## src/rtl/rxcs_pkg.sv

```systemverilog
package rxcs_pkg;

  typedef enum logic [1:0] {
    RXM_ASYNC = 2'b00,
    RXM_SYNC  = 2'b01,
    RXM_FRAME = 2'b10,
    RXM_SPARE = 2'b11
  } rx_mode_e;

  localparam int N_STICKY = 2;
  localparam int STK_PAR  = 0;
  localparam int STK_OVR  = 1;

endpackage

```

## src/rtl/rxcs_rst_sync.sv

```systemverilog
module rxcs_rst_sync #(
  parameter int STAGES = 2
) (
  input  logic clk,
  input  logic rst_n,
  output logic rst_sync_n
);

  logic [STAGES-1:0] sh_q;
  logic [STAGES-1:0] sh_d;

  always_comb begin
    sh_d = {sh_q[STAGES-2:0], 1'b1};
  end

  always_ff @(posedge clk or negedge rst_n) begin
    if (!rst_n) sh_q <= '0;
    else        sh_q <= sh_d;
  end

  assign rst_sync_n = sh_q[STAGES-1];

endmodule

```

## src/rtl/rxcs_frame_trk.sv

```systemverilog
// End-of-frame flag and residue code, valid only in framing mode.
module rxcs_frame_trk #(
  parameter int RES_W = 3
) (
  input  logic             clk,
  input  logic             rst_n,
  input  logic             in_frame,
  input  logic             chr_done,
  input  logic             err_reset,
  input  logic             flag_close,
  input  logic [RES_W-1:0] res_in,
  output logic             eof,
  output logic [RES_W-1:0] res
);

  logic             eof_q, eof_d;
  logic [RES_W-1:0] res_q, res_d;
  logic             upd_en;

  always_comb begin
    eof_d = eof_q;
    res_d = res_q;
    if (!in_frame) begin
      eof_d = 1'b0;
      res_d = '0;
    end else if (chr_done) begin
      eof_d = flag_close;
      res_d = flag_close ? res_in : '0;
    end else if (err_reset) begin
      eof_d = 1'b0;
    end
  end

  assign upd_en = !in_frame || chr_done || err_reset;

  always_ff @(posedge clk or negedge rst_n) begin
    if (!rst_n) begin
      eof_q <= 1'b0;
      res_q <= '0;
    end else if (upd_en) begin
      eof_q <= eof_d;
      res_q <= res_d;
    end
  end

  assign eof = eof_q;
  assign res = res_q;

endmodule

```

## src/rtl/rxcs_err_bits.sv

```systemverilog
// Per-character CRC/framing bit, sticky error bits, half-bit request pulse.
module rxcs_err_bits #(
  parameter int NSTK = 2
) (
  input  logic            clk,
  input  logic            rst_n,
  input  logic            async_mode,
  input  logic            chr_done,
  input  logic            err_reset,
  input  logic            frame_err,
  input  logic            crc_bad,
  input  logic [NSTK-1:0] stk_in,
  output logic            crcfe,
  output logic [NSTK-1:0] stk,
  output logic            half_bit_req
);

  logic crcfe_q, crcfe_d;
  logic hb_q, hb_d;
  logic upd_en;

  assign upd_en = chr_done || err_reset;

  always_comb begin
    crcfe_d = crcfe_q;
    if (chr_done)       crcfe_d = async_mode ? frame_err : crc_bad;
    else if (err_reset) crcfe_d = 1'b0;
    hb_d = chr_done && async_mode && frame_err;
  end

  always_ff @(posedge clk or negedge rst_n) begin
    if (!rst_n) crcfe_q <= 1'b0;
    else if (upd_en) crcfe_q <= crcfe_d;
  end

  always_ff @(posedge clk or negedge rst_n) begin
    if (!rst_n) hb_q <= 1'b0;
    else        hb_q <= hb_d;
  end

  for (genvar i = 0; i < NSTK; i++) begin : g_stk
    logic s_q, s_d;
    always_comb begin
      s_d = s_q;
      if (chr_done && err_reset) s_d = stk_in[i];
      else if (chr_done)         s_d = s_q | stk_in[i];
      else if (err_reset)        s_d = 1'b0;
    end
    always_ff @(posedge clk or negedge rst_n) begin
      if (!rst_n) s_q <= 1'b0;
      else if (upd_en) s_q <= s_d;
    end
    assign stk[i] = s_q;
  end

  assign crcfe        = crcfe_q;
  assign half_bit_req = hb_q;

endmodule

```

## src/rtl/rxcs_rd_pack.sv

```systemverilog
// Assembles the status word; residue bit i lands at position RES_W-i.
module rxcs_rd_pack #(
  parameter int RES_W = 3
) (
  input  logic             eof,
  input  logic             crcfe,
  input  logic             ovr,
  input  logic             par,
  input  logic [RES_W-1:0] res,
  input  logic             all_sent,
  output logic [RES_W+4:0] rd
);

  localparam int TOP = RES_W + 4;

  assign rd[TOP]   = eof;
  assign rd[TOP-1] = crcfe;
  assign rd[TOP-2] = ovr;
  assign rd[TOP-3] = par;
  assign rd[0]     = all_sent;

  for (genvar i = 0; i < RES_W; i++) begin : g_res
    assign rd[RES_W-i] = res[i];
  end

endmodule

```

## src/rtl/rx_cond_status.sv

```systemverilog
module rx_cond_status
  import rxcs_pkg::*;
#(
  parameter int RES_W     = 3,
  parameter int RST_STAGE = 2
) (
  input  logic             clk,
  input  logic             rst_n,
  input  logic [1:0]       mode,
  input  logic             chr_done,
  input  logic             flag_close,
  input  logic             crc_bad,
  input  logic             frame_err,
  input  logic             par_err,
  input  logic             ovr_err,
  input  logic [RES_W-1:0] res_in,
  input  logic             all_sent_in,
  input  logic             err_reset,
  output logic [RES_W+4:0] rd_data,
  output logic             half_bit_req
);

  logic                rst_sync_n;
  logic                in_frame, async_mode;
  logic                eof;
  logic [RES_W-1:0]    res;
  logic                crcfe;
  logic [N_STICKY-1:0] stk_in, stk;
  logic                all_sent_q;

  assign in_frame   = (rx_mode_e'(mode) == RXM_FRAME);
  assign async_mode = (rx_mode_e'(mode) == RXM_ASYNC);

  assign stk_in[STK_PAR] = par_err;
  assign stk_in[STK_OVR] = ovr_err;

  rxcs_rst_sync #(.STAGES(RST_STAGE)) u_rst (
    .clk        (clk),
    .rst_n      (rst_n),
    .rst_sync_n (rst_sync_n)
  );

  rxcs_frame_trk #(.RES_W(RES_W)) u_frame (
    .clk        (clk),
    .rst_n      (rst_sync_n),
    .in_frame   (in_frame),
    .chr_done   (chr_done),
    .err_reset  (err_reset),
    .flag_close (flag_close),
    .res_in     (res_in),
    .eof        (eof),
    .res        (res)
  );

  rxcs_err_bits #(.NSTK(N_STICKY)) u_err (
    .clk          (clk),
    .rst_n        (rst_sync_n),
    .async_mode   (async_mode),
    .chr_done     (chr_done),
    .err_reset    (err_reset),
    .frame_err    (frame_err),
    .crc_bad      (crc_bad),
    .stk_in       (stk_in),
    .crcfe        (crcfe),
    .stk          (stk),
    .half_bit_req (half_bit_req)
  );

  always_ff @(posedge clk or negedge rst_sync_n) begin
    if (!rst_sync_n) all_sent_q <= 1'b0;
    else             all_sent_q <= all_sent_in;
  end

  rxcs_rd_pack #(.RES_W(RES_W)) u_pack (
    .eof      (eof),
    .crcfe    (crcfe),
    .ovr      (stk[STK_OVR]),
    .par      (stk[STK_PAR]),
    .res      (res),
    .all_sent (all_sent_q),
    .rd       (rd_data)
  );

endmodule

```

## config.mk

```make
export PLATFORM = sky130hd
export DESIGN_NAME = rx_cond_status
export DESIGN_NICKNAME = d
export VERILOG_FILES = /design/src/rtl/rxcs_pkg.sv /design/src/rtl/rxcs_rst_sync.sv /design/src/rtl/rxcs_frame_trk.sv /design/src/rtl/rxcs_err_bits.sv /design/src/rtl/rxcs_rd_pack.sv /design/src/rtl/rx_cond_status.sv
export SDC_FILE = /design/constraint.sdc
export NUM_CORES = 1
export LEC_CHECK = 0
export BUFFER_PORTS_ARGS = -buffer_cell sky130_fd_sc_hd__buf_2
export CORE_AREA = 2 2 39 41
export CTS_BUF_LIST = sky130_fd_sc_hd__clkbuf_4 sky130_fd_sc_hd__clkbuf_8 sky130_fd_sc_hd__clkbuf_16
export CTS_CLUSTER_DIAMETER = 200
export DETAILED_ROUTE_END_ITERATION = 8
export DIE_AREA = 0 0 41 43
export GPL_ROUTABILITY_DRIVEN = 0
export PLACE_DENSITY = 0.67
export SLEW_MARGIN = 30
export SYNTH_ARGS = -nofsm -noshare
export SYNTH_HDL_FRONTEND = slang
export SYNTH_SLANG_ARGS = --single-unit
```

## constraint.sdc

```tcl
create_clock -name clk -period 1 [get_ports clk]
set_clock_uncertainty 0.2 [all_clocks]
set_input_delay 0.2 -clock clk [delete_from_list [all_inputs] [get_ports clk]]
set_output_delay 0.2 -clock clk [all_outputs]
set_load 0.05 [all_outputs]
```

# Yosys cells after proc, flatten, opt, wreduce, memory -nomap -nowiden
# Cells that the tools add are included.
op_classes:
  n_eq_ne: 3
  n_mux: 12
  bitwise_logic: 2
  reduce_logical: 14
op_table:
  columns: ["operator", "n"]
  rows:
  - ["$mux 1", 9]
  - ["$mux 3", 3]
  - ["$reduce_and 2->1", 4]
  - ["$logic_and 1x1->1", 3]
  - ["$logic_or 1x1->1", 3]
  - ["$ne 3x3->1 const B", 1]
  - ["$reduce_bool 3->1", 1]
  - ["$eq 2x2->1 const B", 1]
  - ["$logic_not 2->1", 1]
  - ["$ne 2x2->1 const B", 1]
  - ["$or 1x1->1", 2]
  - ["$reduce_bool 2->1", 1]
  - ["$logic_not 1->1", 1]
totals:
  reg_bits: 11
  inputBits: 15
  out_inout_bits: 9
  word_cells: 39

# Longest topological paths before layout
# Gate-level depths: netlist of the first run.
depth:
  ltp_word: 5
  mapped_depth: 3
  mapped_depth_nobuf: 2

# Modules after synthesis
# Synthesis of the first run repeated with hierarchy kept, for this count alone.
hier_totals:
  cells_unflattened: 45
  hier_area_um2: 500.5
modules_own_cells:
  columns: ["module", "n_inst", "cells_per_inst", "area_each_um2", "seq_area_each_um2"]
  rows:
  - ["rxcs_frame_trk", 1, 15, 172.7, 100.1]
  - ["rxcs_err_bits", 1, 16, 171.4, 100.1]
  - ["rxcs_rd_pack", 1, 8, 60.1, 0.0]
  - ["rxcs_rst_sync", 1, 3, 53.8, 50.0]
  - ["rx_cond_status", 1, 3, 42.5, 25.0]

# Worst setup path before layout of the first run
# No wires, ideal clock.
synth_path:
  path_type: "register to register"
  start: "reg u_frame.res[0] (netlist name)"
  end: "reg u_frame.res_q[0] (netlist: u_frame.res[0])"
  setup_time_ns: 0.078
  arrival_ns: 0.813
  path_slack_ns: -0.091
  stages_incl_launch_ff: 3
  path_cell_list: "dfrtp_1 nand2b_1 a21oi_1"
synth_lines:
  columns: ["item", "line_no", "source"]
  rows:
  - ["end signal: assignment", "rxcs_frame_trk.sv:42", "res_q <= res_d;"]
  - ["end: declaration", "rxcs_frame_trk.sv:17", "logic [RES_W-1:0] res_q, res_d;"]

# Worst setup path in the final report of the first run
layout_path:
  start: "reg u_frame.res_q[2] (netlist: u_frame.res[2])"
  end: "out rd_data[1]"
layout_lines:
  columns: ["item", "line_no", "source"]
  rows:
  - ["end: declaration", "rx_cond_status.sv:19", "output logic [RES_W+4:0] rd_data,"]
# No word-level cell between the ends.

==> summary.md, run 1 <==
| Metric | Value |
|---|---|
| WL per Instance | roughly 11 µm |
| Port bufs | 23 |
| Pleak | between 0.3 and 0.4 nW |
| Kind of cell adding the most delay to the critical path | flip-flops |
| PwrDens | between 1000 and 1500 nW/µm² |
| N_diodes | 0 |
| Pre-CTS setup slack | -101.0 ps |
| Htree depth | 1 |
| Post-synthesis instance total | between 40 and 50 |
| CP cell instances | buf_6 |
| DRT antenna net count | 0 |
| Die Span Y | roughly 43 µm |
| Initial antenna violation count | 0 |
| Core ar. | 1384 µm² |
| Post-synthesis sequential area ratio | roughly 60% |
| Final Cell Area | around 700 µm² |
| Max Cap Viol | 0 |
| Yosys reg bits | 11 |
| CTS buffer count | 3 |
| Die area | approximately 1800 µm² |
| WL final | 915 µm |
| Largest net degree at the start of global routing | 10 |
| Cts hold-fix bufs | 3 |
| Fin Hold WS | -56.07 ps |
| RSZ-0062 raised after global routing | yes |
| Slowest stage delay, CP | between 400 and 500 ps |
| Slew Viols, Final | 0 |
| Drt pass-1 iters | 4 |
| CTS max path bufs | 2 |
| Yosys top cell area share | approximately three fifths |
| Vias per std cell | 4.424 |
| DRC violations left | 0 |
| Clock Sinks | 11 |
| Buf+Inv Stages, Crit Path | 1 |
| Critical Path Source Type | flip-flop |
| Post-synthesis cell area | between 400 and 500 µm² |
| Synth cell types | 15 |
| Syn nets | between 50 and 60 |
| Failing checks | negative hold slack, negative setup slack |
| Arrival time worst endpoint | roughly 840 ps |
| Non-filler instance count after layout | 85 |
| Initial Utilization | about 33% |
| Peak supply drop | 0.0004856 V |
| Critical-path maximum fanout | 2 |
| CP endpoint kind | output pin |
| Std cell rows | 14 |
| Area grow syn2layout | 52.17% |
| Max Clock Freq | approximately 810 MHz |
| Initial DRC count | 2 |
| HPWL Detailed | 659 µm |
| HP Class | reg2async |
| Root buf cell | clkbuf_4 |
| Crit share post-route | 123.6% |
| Vias in the first global route | roughly 360 |
| Synth area leaders | dfrtp_1 60%, buf_4 9.8%, nand2b_1 5.4% |
| Final nets | 85 |
| Min setup slack post-route | -236.5 ps |
| CTS tree | done |
| Slowest cell on crit path | dfrtp_2 |
| Setup CP Type | reg2out |
| Required time worst endpoint | ~600 ps |
| Area leader, netlist | dfrtp_1 |
| GRT overflow | 0 |
| Outcome | complete, but fails checks |
| Syn. warnings | 0 |
| Via count | ~380 |
| Die width | between 40 and 50 µm |
| Clock Latency Late Sink | around 270 ps |
| Clk slew on worst S/H paths | 80 ps |
| Layout cells sized above 1 | a little over half |
| Synthesized area per cell | 11.23 µm² |
| Final critical-path required period | between 1000 and 1500 ps |
| Dpl cells | 77 |
| # IOs | 24 |
| First-pass GRT wire length | about 1400 µm |
| Final Hold Viols | 14 |
| Final setup fails | 10 |
| GRT Total Usage | roughly 12% |
| Dpl cell area | around 580 µm² |
## final timing paths
kind / cells past startpoint / from / end / slack [ps]
worst min-delay path: 0 / u_rst.sh_q[1] / u_frame.eof / -60
max in group asynchronous: 0 / u_rst.sh_q[1] / u_frame.res[1] / 380
worst max register to register: 2 / u_frame.eof / u_frame.eof / -120
worst max-delay path: 1 / u_frame.res[2] / rd_data[1] / -240
worst min register to register: 0 / u_rst.sh_q[1] / u_frame.eof / -60
min in group clk: 3 / ovr_err / u_err.g_stk[1].s_q / -50
## cell type report
| type | count | area (µm²) |
|---|---|---|
| Multi-Input combinational cell | 22 | 132.6 |
| Fill cell | 132 | 683.2 |
| Timing Repair Buffer | 30 | 234.0 |
| Clock buffer | 3 | 22.52 |
| Inverter | 2 | 7.507 |
| Clock inverter | 1 | 5.005 |
| Sequential cell | 11 | 279.0 |
| Tap cell | 16 | 20.02 |
## power breakdown
group	switching, mW	internal, mW	total (mW)
registers	0.0179	0.466	0.484
clock network	0.161	0.148	0.309
logic	0.106	0.0852	0.191
## metal layers
| layer | vias to the layer above | GRT usage (%) | part of all wire (%) |
|---|---|---|---|
| met3 | 0 | 4.712 | 4.9 |
| met5 | - | 0 | 0 |
| met2 | 11 | 18.13 | 53 |
| met1 | 177 | 14.67 | 42 |
| met4 | 0 | 8.000 | 0 |
| li1 | 188 | - | - |
## cell usage after synthesis
cell type	count
a21oi_1	3
and4bb_2	1
buf_4	6
a211o_1	1
inv_1	2
nand2_1	3
conb_1	1
nand2b_1	4
o211a_1	1
nor2_1	1
nand3_1	3
a21oi_2	1
or3b_1	1
dfrtp_1	11
o21ai_0	2
## layout by cell type (no fill, tap or decap), drive strengths merged
| master | n |
|---|---|
| nand3 | 3 |
| nor2 | 1 |
| o211a | 1 |
| a21oi | 4 |
| or3b | 1 |
| nand2b | 4 |
| nand2 | 3 |
| clkinv | 1 |
| inv | 2 |
| dfrtp | 11 |
| clkbuf | 3 |
| and4bb | 1 |
| dlymetal6s4s | 1 |
| a211o | 1 |
| conb | 1 |
| dlygate4sd3 | 2 |
| o21ai | 2 |
| buf | 27 |
## what timing repair did
action | CTS | global route
setup buffers | 1 | 0
endpoints found under the setup margin | 10 | 11
hold endpoints to repair | 17 | 13
resized for setup | 18 | 1
## kinds of logic after synthesis
| group | Yosys count | share of synthesized area [%] |
|---|---|---|
| buf+inv | 8 | 11.41 |
| flops | 11 | 59.78 |
| other cells | 1 | 0.8144 |
| compound gates | 8 | 11.41 |
| simple gates | 13 | 16.57 |
## stage by stage
step | utilization, % | power [mW] | setup TNS (ps) | hold slack [ps]
global placement | 41.68 | 0.6461 | -248.4 | -213.9
detailed placement | 41.68 | 0.6487 | -284.3 | -213.3
global route | 50.63 | 1.040 | -2462 | -47.10
floorplan | - | 0.6049 | -42.36 | -295.6
CTS | 50.45 | 0.9986 | -2206 | -52.18
finish | 50.63 | 0.9837 | -2071 | -56.07
## sequential cells by signal, indices dropped and copies added (netlist names)
signal and cells:
u_err.half_bit_req 1, u_rst.sh_q 2, u_frame.eof 1, all_sent_q 1, u_err.g_stk.s_q 2, u_err.crcfe 1, u_frame.res 3
No activity file was read; power rests on OpenSTA's default activity.
==> run 2, diff against run 1 <==
==> constraint.sdc (replaced) <==
create_clock -name clk -period 1.19 [get_ports clk]
set_clock_uncertainty 0.2 [all_clocks]
set_input_delay 0.238 -clock clk [delete_from_list [all_inputs] [get_ports clk]]
set_output_delay 0.238 -clock clk [all_outputs]
set_load 0.05 [all_outputs]
==> summary.md, run 2 (synthesis gave the netlist of run 1 again) <==
| Metric | Value |
|---|---|
| Std cell rows | 14 (unchanged) |
| Fill count | 134 (was 132) |
| Power Total | 0.8393 mW (was 0.9837 mW) |
| Final critical-path required period | 1259 ps |
| DRT antenna net count | 0 (unchanged) |
| HP Class | reg2async (unchanged) |
| Slowest cell on crit path | dfrtp_1 (was dfrtp_2) |
| Min setup slack post-route | -69.31 ps (was -236.5 ps) |
| Kind of cell adding the most delay to the critical path | flip-flops (unchanged) |
| Drt pass-1 iters | 2 (was 4) |
| HPWL Detailed | 635.2 µm (was 659 µm) |
| Core ar. | 1384 µm² (unchanged) |
| Critical Path Source Type | flip-flop (unchanged) |
| CTS max path bufs | 2 (unchanged) |
| Htree depth | 1 (unchanged) |
| Layout cells sized above 1 | 49.32% (was 52.17%) |
| Net Sw Frac | 26.04% (was 28.88%) |
| Slowest stage delay, CP | 400 ps (was 410 ps) |
| GRT overflow | 0 (unchanged) |
| Buf+Inv Stages, Crit Path | 1 (unchanged) |
| Max Cap Viol | 0 (unchanged) |
| Area grow syn2layout | 58.42% (was 52.17%) |
| Die Span Y | 43 µm (unchanged) |
| Setup CP Type | reg2out (unchanged) |
| R2R setup slack | 30 ps (was -120 ps) |
| Area occupied by multi-input gates | 132.6 µm² (unchanged) |
| Combinational power share | 19.5% (was 19.4%) |
| Clk slew on worst S/H paths | 70 ps (was 80 ps) |
| GRT Total Usage | 11.18% (was 12.49%) |
| Largest net degree at the start of global routing | 10 (unchanged) |
| First-pass GRT wire length | 1304 µm (was 1407 µm) |
| Commonest cells after routing, fill and taps aside | 14 x buf_2, 11 x dfrtp_1, 9 x buf_6 (was 14 x buf_2, 9 x buf_6, 8 x dfrtp_1) |
| Initial antenna violation count | 0 (unchanged) |
| Clock Latency Late Sink | 250 ps (was 270 ps) |
| Die width | 41 µm (unchanged) |
| PwrDens | 1151 nW/µm² (was 1404 nW/µm²) |
| Commonest non-fill, non-tap cell in the layout | buf_2 (unchanged) |
| Final Hold Viols | 9 (was 14) |
| Seq pwr share | 48.6% (was 49.2%) |
| CP endpoint kind | output pin (unchanged) |
| CP cell instances | buf_6 (unchanged) |
| Die area | 1763 µm² (unchanged) |
| Final setup fails | 9 (was 10) |
| Vias in the first global route | 340 (was 362) |
| WL per Instance | 9.270 µm (was 10.76 µm) |
| Reg area | 275.3 µm² (was 279.0 µm²) |
| Root buf cell | clkbuf_4 (unchanged) |
| Port bufs | 23 (unchanged) |
| DRC violations left | 0 (unchanged) |
| Via count | 386 (was 376) |
| Initial Utilization | 33.27% (unchanged) |
| RSZ-0062 raised after global routing | yes (unchanged) |
| Clock Sinks | 11 (unchanged) |
| CTS buffer count | 3 (unchanged) |
| Max FFs per register | 3 (unchanged) |
| Critical-path maximum fanout | 2 (unchanged) |
| Pre-CTS setup slack | 33.03 ps (was -101.0 ps) |
| Max Clock Freq | 794.1 MHz |
| Clk pwr share | 31.9% (was 31.4%) |
| Crit share post-route | 105.8% |
| Slew Viols, Final | 0 (unchanged) |
| Cts hold-fix bufs | 4 (was 3) |
| Fin Hold WS | -67.48 ps (was -56.07 ps) |
| # IOs | 24 (unchanged) |
| Peak supply drop | 0.0008132 V (was 0.0004856 V) |
| Failing checks | negative hold slack, negative setup slack (unchanged) |
| CTS tree | done (unchanged) |
| Pint | 0.6207 mW (was 0.6996 mW) |
| Pleak | 0.3816 nW (was 0.3643 nW) |
| Final Cell Area | 729.5 µm² (was 700.7 µm²) |
| Initial DRC count | 1 (was 2) |
| N_diodes | 0 (unchanged) |
| Final nets | 89 (was 85) |
| Required time worst endpoint | 750 ps (was 600 ps) |
| Arrival time worst endpoint | 820 ps (was 840 ps) |
| WL final | 825 µm (was 915 µm) |
| Dpl cell area | 565.5 µm² (was 576.8 µm²) |
| Outcome | complete, but fails checks (unchanged) |
| Sw power | 0.2186 mW (was 0.2842 mW) |
| Vias per std cell | 4.337 (was 4.424) |
## run 2: cell types whose count changed in the layout (fill, tap and decap cells not counted), sizes merged
cell          previous run  this run
buf                     27        30
clkbuf                   3         4
clkinv                   1         0
dlygate4sd3              2         4
dlymetal6s4s             1         0
## run 2: cell type report
cell class	instances	share of cell area, %
inverters	2	1.029
flip-flops and latches	11	37.74
repair buffers	34	36.19
multi-input cells	22	18.18
clock buffers	4	4.117
well taps	16	2.744
## run 2: path summary, 6_finish.rpt
| kind | endpoint | cells after the start | startpoint |
|---|---|---|---|
| hold / removal | u_frame.res[1] | 0 | u_rst.sh_q[1] |
| setup / recovery | rd_data[7] | 1 | u_frame.eof |
| max in group asynchronous | u_err.crcfe | 0 | u_rst.sh_q[1] |
| hold reg to reg | u_frame.res[1] | 0 | u_rst.sh_q[1] |
| setup reg to reg | u_frame.eof | 2 | u_frame.eof |
| min in group clk | u_frame.res[1] | 3 | res_in[1] |
## run 2: per-stage QoR
stage	utilization (%)	cells	setup TNS, ps
6_report	52.71	89	-487.3
5_1_grt	52.71	89	-838.0
4_1_cts	51.63	87	-566.6
3_5_place_dp	40.87	76	0
3_3_place_gp	40.87	76	0
2_1_floorplan	-	41	0
## run 2: what timing repair did
item | in CTS | in global routing
setup buffers | 3 | 2
setup endpoints to repair | 9 | 10
hold endpoints to repair | 14 | 9
resized for setup | 18 | 0
## run 2: layer usage
layer	up-vias	wire length (µm)	GRT usage [%]
met4	0	0	2.000
met1	181	336	12.37
li1	194	-	-
met5	-	0	0
met2	11	439	18.13
met3	0	50	6.283
## run 2: power groups by stage
stage | sequential (mW) | combinational [mW] | clock (mW)
6_report | 0.408 | 0.164 | 0.268
3_3_place_gp | 0.411 | 0.129 | 0
4_1_cts | 0.408 | 0.163 | 0.280
3_5_place_dp | 0.412 | 0.129 | 0
5_1_grt | 0.412 | 0.177 | 0.300
2_1_floorplan | 0.419 | 0.0886 | 0
==> run 3, diff against run 2 <==
--- a/config.mk
+++ b/config.mk
@@ -6,13 +6,13 @@
 export NUM_CORES = 1
 export LEC_CHECK = 0
 export BUFFER_PORTS_ARGS = -buffer_cell sky130_fd_sc_hd__buf_2
-export CORE_AREA = 2 2 39 41
+export CORE_MARGIN = 1
+export CORE_UTILIZATION = 35
 export CTS_BUF_LIST = sky130_fd_sc_hd__clkbuf_4 sky130_fd_sc_hd__clkbuf_8 sky130_fd_sc_hd__clkbuf_16
 export CTS_CLUSTER_DIAMETER = 200
 export DETAILED_ROUTE_END_ITERATION = 8
-export DIE_AREA = 0 0 41 43
 export GPL_ROUTABILITY_DRIVEN = 0
-export PLACE_DENSITY = 0.67
+export PLACE_DENSITY = 0.68
 export SLEW_MARGIN = 30
 export SYNTH_ARGS = -nofsm -noshare
 export SYNTH_HDL_FRONTEND = slang
==> summary.md, run 3 (synthesis gave the netlist of run 1 again) <==
| Metric | Value |
|---|---|
| Outcome | complete, but fails checks (unchanged) |
| Failing checks | negative hold slack, negative setup slack (unchanged) |
| Required time worst endpoint | 750 ps (about the same) |
| CTS buffer count | 3 (unchanged) |
| HP Class | reg2async (unchanged) |
| Final nets | 86 (was 89) |
| Port bufs | 23 (unchanged) |
| RSZ-0062 raised after global routing | yes (unchanged) |
| CP cell instances | buf_6 (unchanged) |
| Clock Sinks | 11 (unchanged) |
| Final Util | 59.94% (was 52.71%) |
| Final setup fails | 9 (unchanged) |
| PwrDens | 1193 nW/µm² (was 1151 nW/µm²) |
| Largest net degree at the start of global routing | 10 (unchanged) |
| Slowest cell on crit path | dfrtp_1 (unchanged) |
| Clock Latency Late Sink | 260 ps (was 250 ps) |
| Commonest cells after routing, fill and taps aside | 14 x buf_2, 11 x dfrtp_1, 9 x buf_6 (unchanged) |
| Core ar. | 1171 µm² (was 1384 µm²) |
| Clk slew on worst S/H paths | 70 ps (about the same) |
| Max Cap Viol | 0 (unchanged) |
| Slew Viols, Final | 0 (unchanged) |
| Fill count | 100 (was 134) |
| Drt pass-1 iters | 2 (unchanged) |
| Die Span Y | 38.27 µm (was 43 µm) |
| Min setup slack post-route | -53.84 ps (was -69.31 ps) |
| Initial Utilization | 39.32% (was 33.27%) |
| Layer with the highest usage | met2 (unchanged) |
| Root buf cell | clkbuf_4 (unchanged) |
| Critical-path maximum fanout | 2 (unchanged) |
| Commonest non-fill, non-tap cell in the layout | buf_2 (unchanged) |
| Met1 Use GR | 16.73% (was 12.37%) |
| Pleak | 0.3667 nW (was 0.3816 nW) |
| Die width | 38.27 µm (was 41 µm) |
| Max Clock Freq | 804.0 MHz (was 794.1 MHz) |
| # IOs | 24 (unchanged) |
| Initial DRC count | 6 (was 1) |
| CTS tree | done (unchanged) |
| Kind of cell adding the most delay to the critical path | flip-flops (unchanged) |
| Setup CP Type | reg2out (unchanged) |
| DRT antenna net count | 0 (unchanged) |
| GRT overflow | 0 (unchanged) |
| Area grow syn2layout | 52.45% (was 58.42%) |
| DRC violations left | 0 (unchanged) |
| R2R setup slack | 60 ps (was 30 ps) |
| Critical Path Source Type | flip-flop (unchanged) |
| GRT Total Usage | 14.32% (was 11.18%) |
| Final critical-path required period | 1244 ps (was 1259 ps) |
| GR Util met2 | 22.88% (was 18.13%) |
| Dpl cells | 74 (was 76) |
| N_diodes | 0 (unchanged) |
| Arrival time worst endpoint | 810 ps (was 820 ps) |
| First-pass GRT wire length | 1393 µm (was 1304 µm) |
| Cts hold-fix bufs | 3 (was 4) |
| Std cell rows | 12 (was 14) |
| Non-filler instance count after layout | 84 (was 89) |
| Layout cells sized above 1 | 48.57% (was 49.32%) |
| M3 GR Usage | 4.651% (was 6.283%) |
| Initial antenna violation count | 0 (unchanged) |
| Die area | 1465 µm² (was 1763 µm²) |
| CP endpoint kind | output pin (unchanged) |
| Max FFs per register | 3 (unchanged) |
| Buf+Inv Stages, Crit Path | 1 (unchanged) |
| Via count | 381 (was 386) |
| Final Hold Viols | 10 (was 9) |
| Vias per std cell | 4.536 (was 4.337) |
| Fin Hold WS | -55.74 ps (was -67.48 ps) |
| Power Total | 0.8376 mW (was 0.8393 mW) |
| WL per Instance | 10.20 µm (was 9.270 µm) |
| WL final | 857 µm (was 825 µm) |
| Htree depth | 1 (unchanged) |
| Crit share post-route | 104.5% (was 105.8%) |
| CTS max path bufs | 2 (unchanged) |
| Vias in the first global route | 366 (was 340) |
| Slowest stage delay, CP | 390 ps (was 400 ps) |
| Peak supply drop | 0.0006596 V (was 0.0008132 V) |
[run 3: area by class of cell]
cell class / instances / area (µm²) / share of cell area, %
timing repair buffer: 31 / 239.0 / 34.05
clock buffer: 4 / 30.03 / 4.278
multi-input combinational: 22 / 132.6 / 18.89
sequential: 11 / 275.3 / 39.22
inverter: 2 / 7.507 / 1.070
tap: 14 / 17.52 / 2.496
[run 3: power by group]
group          total, mW  switching (mW)  internal, mW  leakage [nW]
logic              0.162          0.0886        0.0733         0.207
clock network      0.269           0.117         0.152        0.0184
registers          0.407          0.0150         0.392         0.141
total              0.838           0.220         0.617         0.367
[run 3: metrics by stage]
stage	instance area, µm²	worst slack [ps]	setup TNS, ps
5_1_grt	701.9	-81.64	-646.1
6_report	701.9	-53.84	-423.5
4_1_cts	694.4	-58.64	-462.3
2_1_floorplan	460.4	99.43	0
3_3_place_gp	563.0	41.74	0
3_5_place_dp	563.0	33.22	0
[run 3: worst reg2reg max path, cell delays in order (launching register included)]
cell and delay [ps]:
dfrtp_1 360, or3b_1 370, a21oi_2 140
[run 3: what timing repair did]
| item | CTS | global route |
|---|---|---|
| gates resized for setup | 18 | 0 |
| endpoints found under the hold margin | 13 | 9 |
| setup buffers | 2 | 1 |
| endpoints found under the setup margin | 9 | 9 |
[run 3: per-layer routing]
metal	routed length, µm	share of wire (%)
met5	0	0
met4	0	0
met1	382	45
met2	421	49
met3	53	6.2
[run 3: path summary, 6_finish.rpt]
kind                       depth (start not counted)            endpoint            from
max reg2reg                                        2         u_frame.eof     u_frame.eof
min                                                0  u_err.g_stk[1].s_q   u_rst.sh_q[1]
min in group clk                                   3  u_err.g_stk[1].s_q         ovr_err
max in group asynchronous                          0         u_err.crcfe   u_rst.sh_q[1]
min reg2reg                                        0  u_err.g_stk[1].s_q   u_rst.sh_q[1]
max                                                1          rd_data[1]  u_frame.res[2]
